[src/rtl/inv_alu_pkg.sv]
package inv_alu_pkg;

    typedef enum logic [1:0] {
        SEL_AND  = 2'b00,
        SEL_OR   = 2'b01,
        SEL_SUM  = 2'b10,
        SEL_LESS = 2'b11
    } alu_sel_e;

    typedef struct packed {
        logic     a_inv;
        logic     b_inv;
        alu_sel_e sel;
    } alu_ctl_t;

    localparam int FUNC_W  = 6;
    localparam int CLASS_W = 2;

    localparam logic [CLASS_W-1:0] CLS_ADD  = 2'b00;
    localparam logic [CLASS_W-1:0] CLS_SUB  = 2'b01;
    localparam logic [CLASS_W-1:0] CLS_FUNC = 2'b10;
    localparam logic [CLASS_W-1:0] CLS_SPARE = 2'b11;

    localparam logic [FUNC_W-1:0] FN_ADD = 6'b100000;
    localparam logic [FUNC_W-1:0] FN_SUB = 6'b100010;
    localparam logic [FUNC_W-1:0] FN_AND = 6'b100100;
    localparam logic [FUNC_W-1:0] FN_OR  = 6'b100101;
    localparam logic [FUNC_W-1:0] FN_SLT = 6'b101010;
    localparam logic [FUNC_W-1:0] FN_NOR = 6'b100111;

    localparam alu_ctl_t CTL_ADD = '{a_inv: 1'b0, b_inv: 1'b0, sel: SEL_SUM};
    localparam alu_ctl_t CTL_SUB = '{a_inv: 1'b0, b_inv: 1'b1, sel: SEL_SUM};
    localparam alu_ctl_t CTL_AND = '{a_inv: 1'b0, b_inv: 1'b0, sel: SEL_AND};
    localparam alu_ctl_t CTL_OR  = '{a_inv: 1'b0, b_inv: 1'b0, sel: SEL_OR};
    localparam alu_ctl_t CTL_SLT = '{a_inv: 1'b0, b_inv: 1'b1, sel: SEL_LESS};
    localparam alu_ctl_t CTL_NOR = '{a_inv: 1'b1, b_inv: 1'b1, sel: SEL_AND};

endpackage

[src/rtl/alu_op_decode.sv]
module alu_op_decode
    import inv_alu_pkg::*;
(
    input  logic [CLASS_W-1:0] op_class,
    input  logic [FUNC_W-1:0]  func,
    output alu_ctl_t           ctl,
    output logic               bad_func
);

    always_comb begin
        ctl      = CTL_ADD;
        bad_func = 1'b0;
        unique case (op_class)
            CLS_ADD:   ctl = CTL_ADD;
            CLS_SUB:   ctl = CTL_SUB;
            CLS_FUNC: begin
                unique case (func)
                    FN_ADD:  ctl = CTL_ADD;
                    FN_SUB:  ctl = CTL_SUB;
                    FN_AND:  ctl = CTL_AND;
                    FN_OR:   ctl = CTL_OR;
                    FN_SLT:  ctl = CTL_SLT;
                    FN_NOR:  ctl = CTL_NOR;
                    default: begin
                        ctl      = CTL_ADD;
                        bad_func = 1'b1;
                    end
                endcase
            end
            CLS_SPARE: ctl = CTL_ADD;
            default:   ctl = CTL_ADD;
        endcase
    end

    always_comb begin
        if (bad_func) begin
            AST_BAD_ONLY_FUNC: assert (op_class == CLS_FUNC)
                else $error("bad_func outside function class");
        end
        if (op_class != CLS_FUNC) begin
            AST_CLASS_NO_BAD: assert (!bad_func)
                else $error("bad_func raised for fixed class");
        end
    end

endmodule

[src/rtl/alu_bit_slice.sv]
module alu_bit_slice
    import inv_alu_pkg::*;
(
    input  logic     a,
    input  logic     b,
    input  logic     cin,
    input  logic     less,
    input  alu_ctl_t ctl,
    output logic     sum,
    output logic     cout,
    output logic     res
);

    logic a_eff;
    logic b_eff;

    always_comb begin
        a_eff = a ^ ctl.a_inv;
        b_eff = b ^ ctl.b_inv;
        sum   = a_eff ^ b_eff ^ cin;
        cout  = (a_eff & b_eff) | (a_eff & cin) | (b_eff & cin);
        unique case (ctl.sel)
            SEL_AND:  res = a_eff & b_eff;
            SEL_OR:   res = a_eff | b_eff;
            SEL_SUM:  res = sum;
            SEL_LESS: res = less;
            default:  res = sum;
        endcase
    end

endmodule

[src/rtl/alu_datapath.sv]
module alu_datapath
    import inv_alu_pkg::*;
#(
    parameter int WIDTH = 32
) (
    input  logic [WIDTH-1:0] a,
    input  logic [WIDTH-1:0] b,
    input  alu_ctl_t         ctl,
    output logic [WIDTH-1:0] result,
    output logic             zero,
    output logic             ovf
);

    localparam int MSB = WIDTH - 1;

    logic [WIDTH:0]   carry;
    logic [WIDTH-1:0] sum_bits;
    logic             less_bit;
    logic             raw_ovf;
    logic             a_top;
    logic             b_top;

    assign carry[0] = ctl.b_inv;

    generate
        for (genvar i = 0; i < WIDTH; i++) begin : g_slice
            if (i == 0) begin : g_lsb
                alu_bit_slice u_slice (
                    .a    (a[i]),
                    .b    (b[i]),
                    .cin  (carry[i]),
                    .less (less_bit),
                    .ctl  (ctl),
                    .sum  (sum_bits[i]),
                    .cout (carry[i+1]),
                    .res  (result[i])
                );
            end else begin : g_upper
                alu_bit_slice u_slice (
                    .a    (a[i]),
                    .b    (b[i]),
                    .cin  (carry[i]),
                    .less (1'b0),
                    .ctl  (ctl),
                    .sum  (sum_bits[i]),
                    .cout (carry[i+1]),
                    .res  (result[i])
                );
            end
        end
    endgenerate

    always_comb begin
        a_top    = a[MSB] ^ ctl.a_inv;
        b_top    = b[MSB] ^ ctl.b_inv;
        raw_ovf  = (a_top == b_top) && (sum_bits[MSB] != a_top);
        less_bit = sum_bits[MSB] ^ raw_ovf;
        ovf      = raw_ovf && (ctl.sel == SEL_SUM);
        zero     = ~|result;
    end

    always_comb begin
        if (ctl.sel == SEL_AND && ctl.a_inv && ctl.b_inv) begin
            AST_NOR_FORM: assert (result == ~(a | b))
                else $error("nor result mismatch");
        end
        if (ctl.sel == SEL_LESS) begin
            AST_LESS_UPPER: assert (result[MSB:1] == '0)
                else $error("slt upper bits set");
        end
        if (ovf) begin
            AST_OVF_ONLY_SUM: assert (ctl.sel == SEL_SUM)
                else $error("overflow outside adder select");
        end
    end

endmodule

[src/rtl/inv_alu.sv]
module inv_alu
    import inv_alu_pkg::*;
#(
    parameter int WIDTH = 32
) (
    input  logic [1:0]       op_class,
    input  logic [5:0]       func,
    input  logic [WIDTH-1:0] a,
    input  logic [WIDTH-1:0] b,
    output logic [WIDTH-1:0] result,
    output logic             zero,
    output logic             ovf,
    output logic             bad_func
);

    alu_ctl_t ctl;

    alu_op_decode u_decode (
        .op_class (op_class),
        .func     (func),
        .ctl      (ctl),
        .bad_func (bad_func)
    );

    alu_datapath #(.WIDTH(WIDTH)) u_datapath (
        .a      (a),
        .b      (b),
        .ctl    (ctl),
        .result (result),
        .zero   (zero),
        .ovf    (ovf)
    );

    always_comb begin
        if (op_class == CLS_ADD) begin
            AST_CLASS_ADD: assert (result == a + b)
                else $error("class add result mismatch");
        end
        if (op_class == CLS_SUB) begin
            AST_CLASS_SUB: assert (result == a - b)
                else $error("class sub result mismatch");
        end
        if (op_class == CLS_SUB && zero) begin
            AST_ZERO_EQUAL: assert (a == b && !ovf)
                else $error("zero on unequal subtract");
        end
    end

endmodule

[config.mk]
export PLATFORM = sky130hd
export DESIGN_NAME = inv_alu
export DESIGN_NICKNAME = d
export VERILOG_FILES = /design/src/rtl/inv_alu_pkg.sv /design/src/rtl/alu_op_decode.sv /design/src/rtl/alu_bit_slice.sv /design/src/rtl/alu_datapath.sv /design/src/rtl/inv_alu.sv
export SDC_FILE = /design/constraint.sdc
export NUM_CORES = 1
export LEC_CHECK = 0
export BUFFER_PORTS_ARGS = -buffer_cell sky130_fd_sc_hd__buf_2
export CORE_MARGIN = 2
export CORE_UTILIZATION = 45
export DETAILED_ROUTE_END_ITERATION = 10
export GPL_TIMING_DRIVEN = 0
export PLACE_DENSITY = 0.74
export SYNTH_ARGS = -nofsm -noshare
export SYNTH_HDL_FRONTEND = slang
export SYNTH_SLANG_ARGS = --single-unit
[constraint.sdc]
create_clock -name vclk -period 33.7
set_clock_uncertainty 0.1 [all_clocks]
set_input_delay 6.74 -clock vclk [all_inputs]
set_output_delay 6.74 -clock vclk [all_outputs]
set_load 0.005 [all_outputs]
==> results.json <==
{
  "status": "finished, final reports clean",
  "grt_max_degree": 11,
  "power_uw": 115,
  "vias_per_cell": 4.83,
  "p_leak_uw": 0.00253,
  "holdBufCountCts": 0,
  "nClkBuffers": 0,
  "setup-tns-final_ns": 0,
  "end_kind": "output port",
  "cp_slowest_cell": "fa_1",
  "cp.buffers_inverters": 7,
  "synth_cell_types": 39,
  "crit_type": "input pin to output port",
  "nets": 691,
  "die_width_um": 93.1,
  "postCtsSetupRepairBufs": 0,
  "synth_top_area_share_pct": 22.8,
  "gp_congestion": 0.813,
  "grt_pass1_wl_um": 13600,
  "antenna_found_initial": 0,
  "gr-total-overflow": 0,
  "rows": 32,
  "critPathMostFrequentCell": "fa_1",
  "layout_min_cycle_time_ns": 28.41,
  "cp_top_family": "adder cells",
  "p_sw_uw": 56.6,
  "gr-usage-all-layers_pct": 19.3,
  "maxCapViolCount": 0,
  "crit_fanout": 10,
  "synth.most_common_cell": "inv_1",
  "detail-route-antenna-nets": 0,
  "wl_per_cell_um": 13.6,
  "drive_gt1_share_pct": 32.1,
  "hold_viol": 0,
  "drc": 0,
  "wirelength_um": 8500,
  "vias": 3019,
  "yosysTopAreaCell": "ha_1",
  "avgSynthCellArea_sq_um": 8.58,
  "fp.dieArea_sq_mm": 0.00866,
  "syn-num-nets": 582,
  "critical_path_arrival_ns": 21.57,
  "synth_area_sq_mm": 0.00357,
  "slew_viol_final": 0,
  "yosysWarnings": 0,
  "ir_drop_mv": 0.0173,
  "critPathMaxStageDelay_ns": 0.48,
  "start_kind": "input pin",
  "internal_power_uw": 58.8,
  "pwr-share-clk_pct": 0,
  "syn_inst": 416,
  "io_buffers": 107,
  "seq_area_sq_um": 0,
  "setup_viol": 0,
  "area_growth_pct": 18.6,
  "hold_path_class": "input pin to output port",
  "synth_top_cells_by_area": "ha_1, fa_1, inv_1",
  "ys_seq_area_share_pct": 0,
  "worstMarginPinSlew_ns": 0.387,
  "fin_crit_sh_pct": 84.3,
  "maxSlewHeadroom_pct": 74.2,
  "core_sq_mm": 0.00769,
  "antenna_cells": 0,
  "cp.depth": 46,
  "synth_commonest_cells": "inv_1, ha_1, xnor2_1",
  "nFlopsAndLatches": 0,
  "switching_share_pct": 49.0,
  "dr.pass1.iters": 4,
  "rsz0062_at_grt": "no",
  "seqPwrFrac_pct": 0,
  "place_hpwl_um": 7310,
  "holdPathStages": 3,
  "p_per_area_mw_per_mm2": 27.2,
  "die_y_um": 93.1,
  "max_freq_ghz": 0.0352,
  "grt_pass1_vias": 3053,
  "drtIter0Drc": 92,
  "ctsResizeCount": 0,
  "p_comb_share_pct": 100.0,
  "required_ns": 26.86,
  "start_util_pct": 46.4,
  "ioPinCount": 107
}
==> area by class of cell <==
type | instances | area [sq um]
repair buffers | 107 | 536
well taps | 102 | 128
plain buffers | 50 | 358
fillers | 737 | 3450
inverters | 98 | 368
multi-input cells | 268 | 2840
==> cell usage in the layout, fill, tap and decap left out, types with 3 or more instances in the layout <==
master,count
buf_2,120
buf_4,33
fa_1,29
ha_1,65
inv_1,98
mux2i_1,30
nand2_1,4
nor2_1,6
nor3_1,3
nor4_1,3
nor4_2,5
o22ai_1,29
xnor2_1,36
xor2_1,30
==> kinds of logic after synthesis <==
| kind of cell | share of synthesized area [%] |
|---|---|
| XOR/XNOR | 17.1 |
| multiplexers | 8.41 |
| AO/OA/AOI/OAI | 8.59 |
| buffers and inverters | 20.3 |
| adder cells (fa/ha/maj) | 39.0 |
| AND/OR/NAND/NOR | 6.52 |
==> through the flow <==
stage / setup WS, ns / cell area (sq um) / util, % / hold WS [ns] / instances
2_1_floorplan: 6.87 / 3570 / - / 13.45 / 416
3_3_place_gp: 5.54 / 4230 / 55.1 / 13.64 / 625
3_5_place_dp: 5.30 / 4230 / 55.1 / 13.65 / 625
4_1_cts: 5.29 / 4230 / 55.1 / 13.65 / 625
5_1_grt: 4.75 / 4230 / 55.1 / 13.67 / 625
6_report: 5.29 / 4230 / 55.1 / 13.65 / 625
==> power groups by stage <==
| stage | sequential [uW] | clock (uW) | combinational, uW |
|---|---|---|---|
| after floorplan | 0 | 0 | 79.8 |
| after global placement | 0 | 0 | 110 |
| after detailed placement | 0 | 0 | 115 |
| after CTS | 0 | 0 | 116 |
| after global routing | 0 | 0 | 129 |
| final | 0 | 0 | 115 |
==> path summary, 6_finish.rpt <==
check        start        to
max    op_class[0]      zero
min        func[5]  bad_func
==> routing by layer <==
metal	share of wire, %	track usage (%)	up-vias	wire length [um]
met3	5.0	1.05	11	429
met5	0	0	-	0
met4	1.3	3.06	0	111
met1	42	24.3	1444	3590
li1	-	-	1474	-
met2	51	36.7	90	4370
==> tightest hold or removal path, stage by stage <==
cell and delay (ns):
buf_2 0.09, a31oi_1 0.06, buf_2 0.12
No activity file was read; power rests on OpenSTA's default activity.
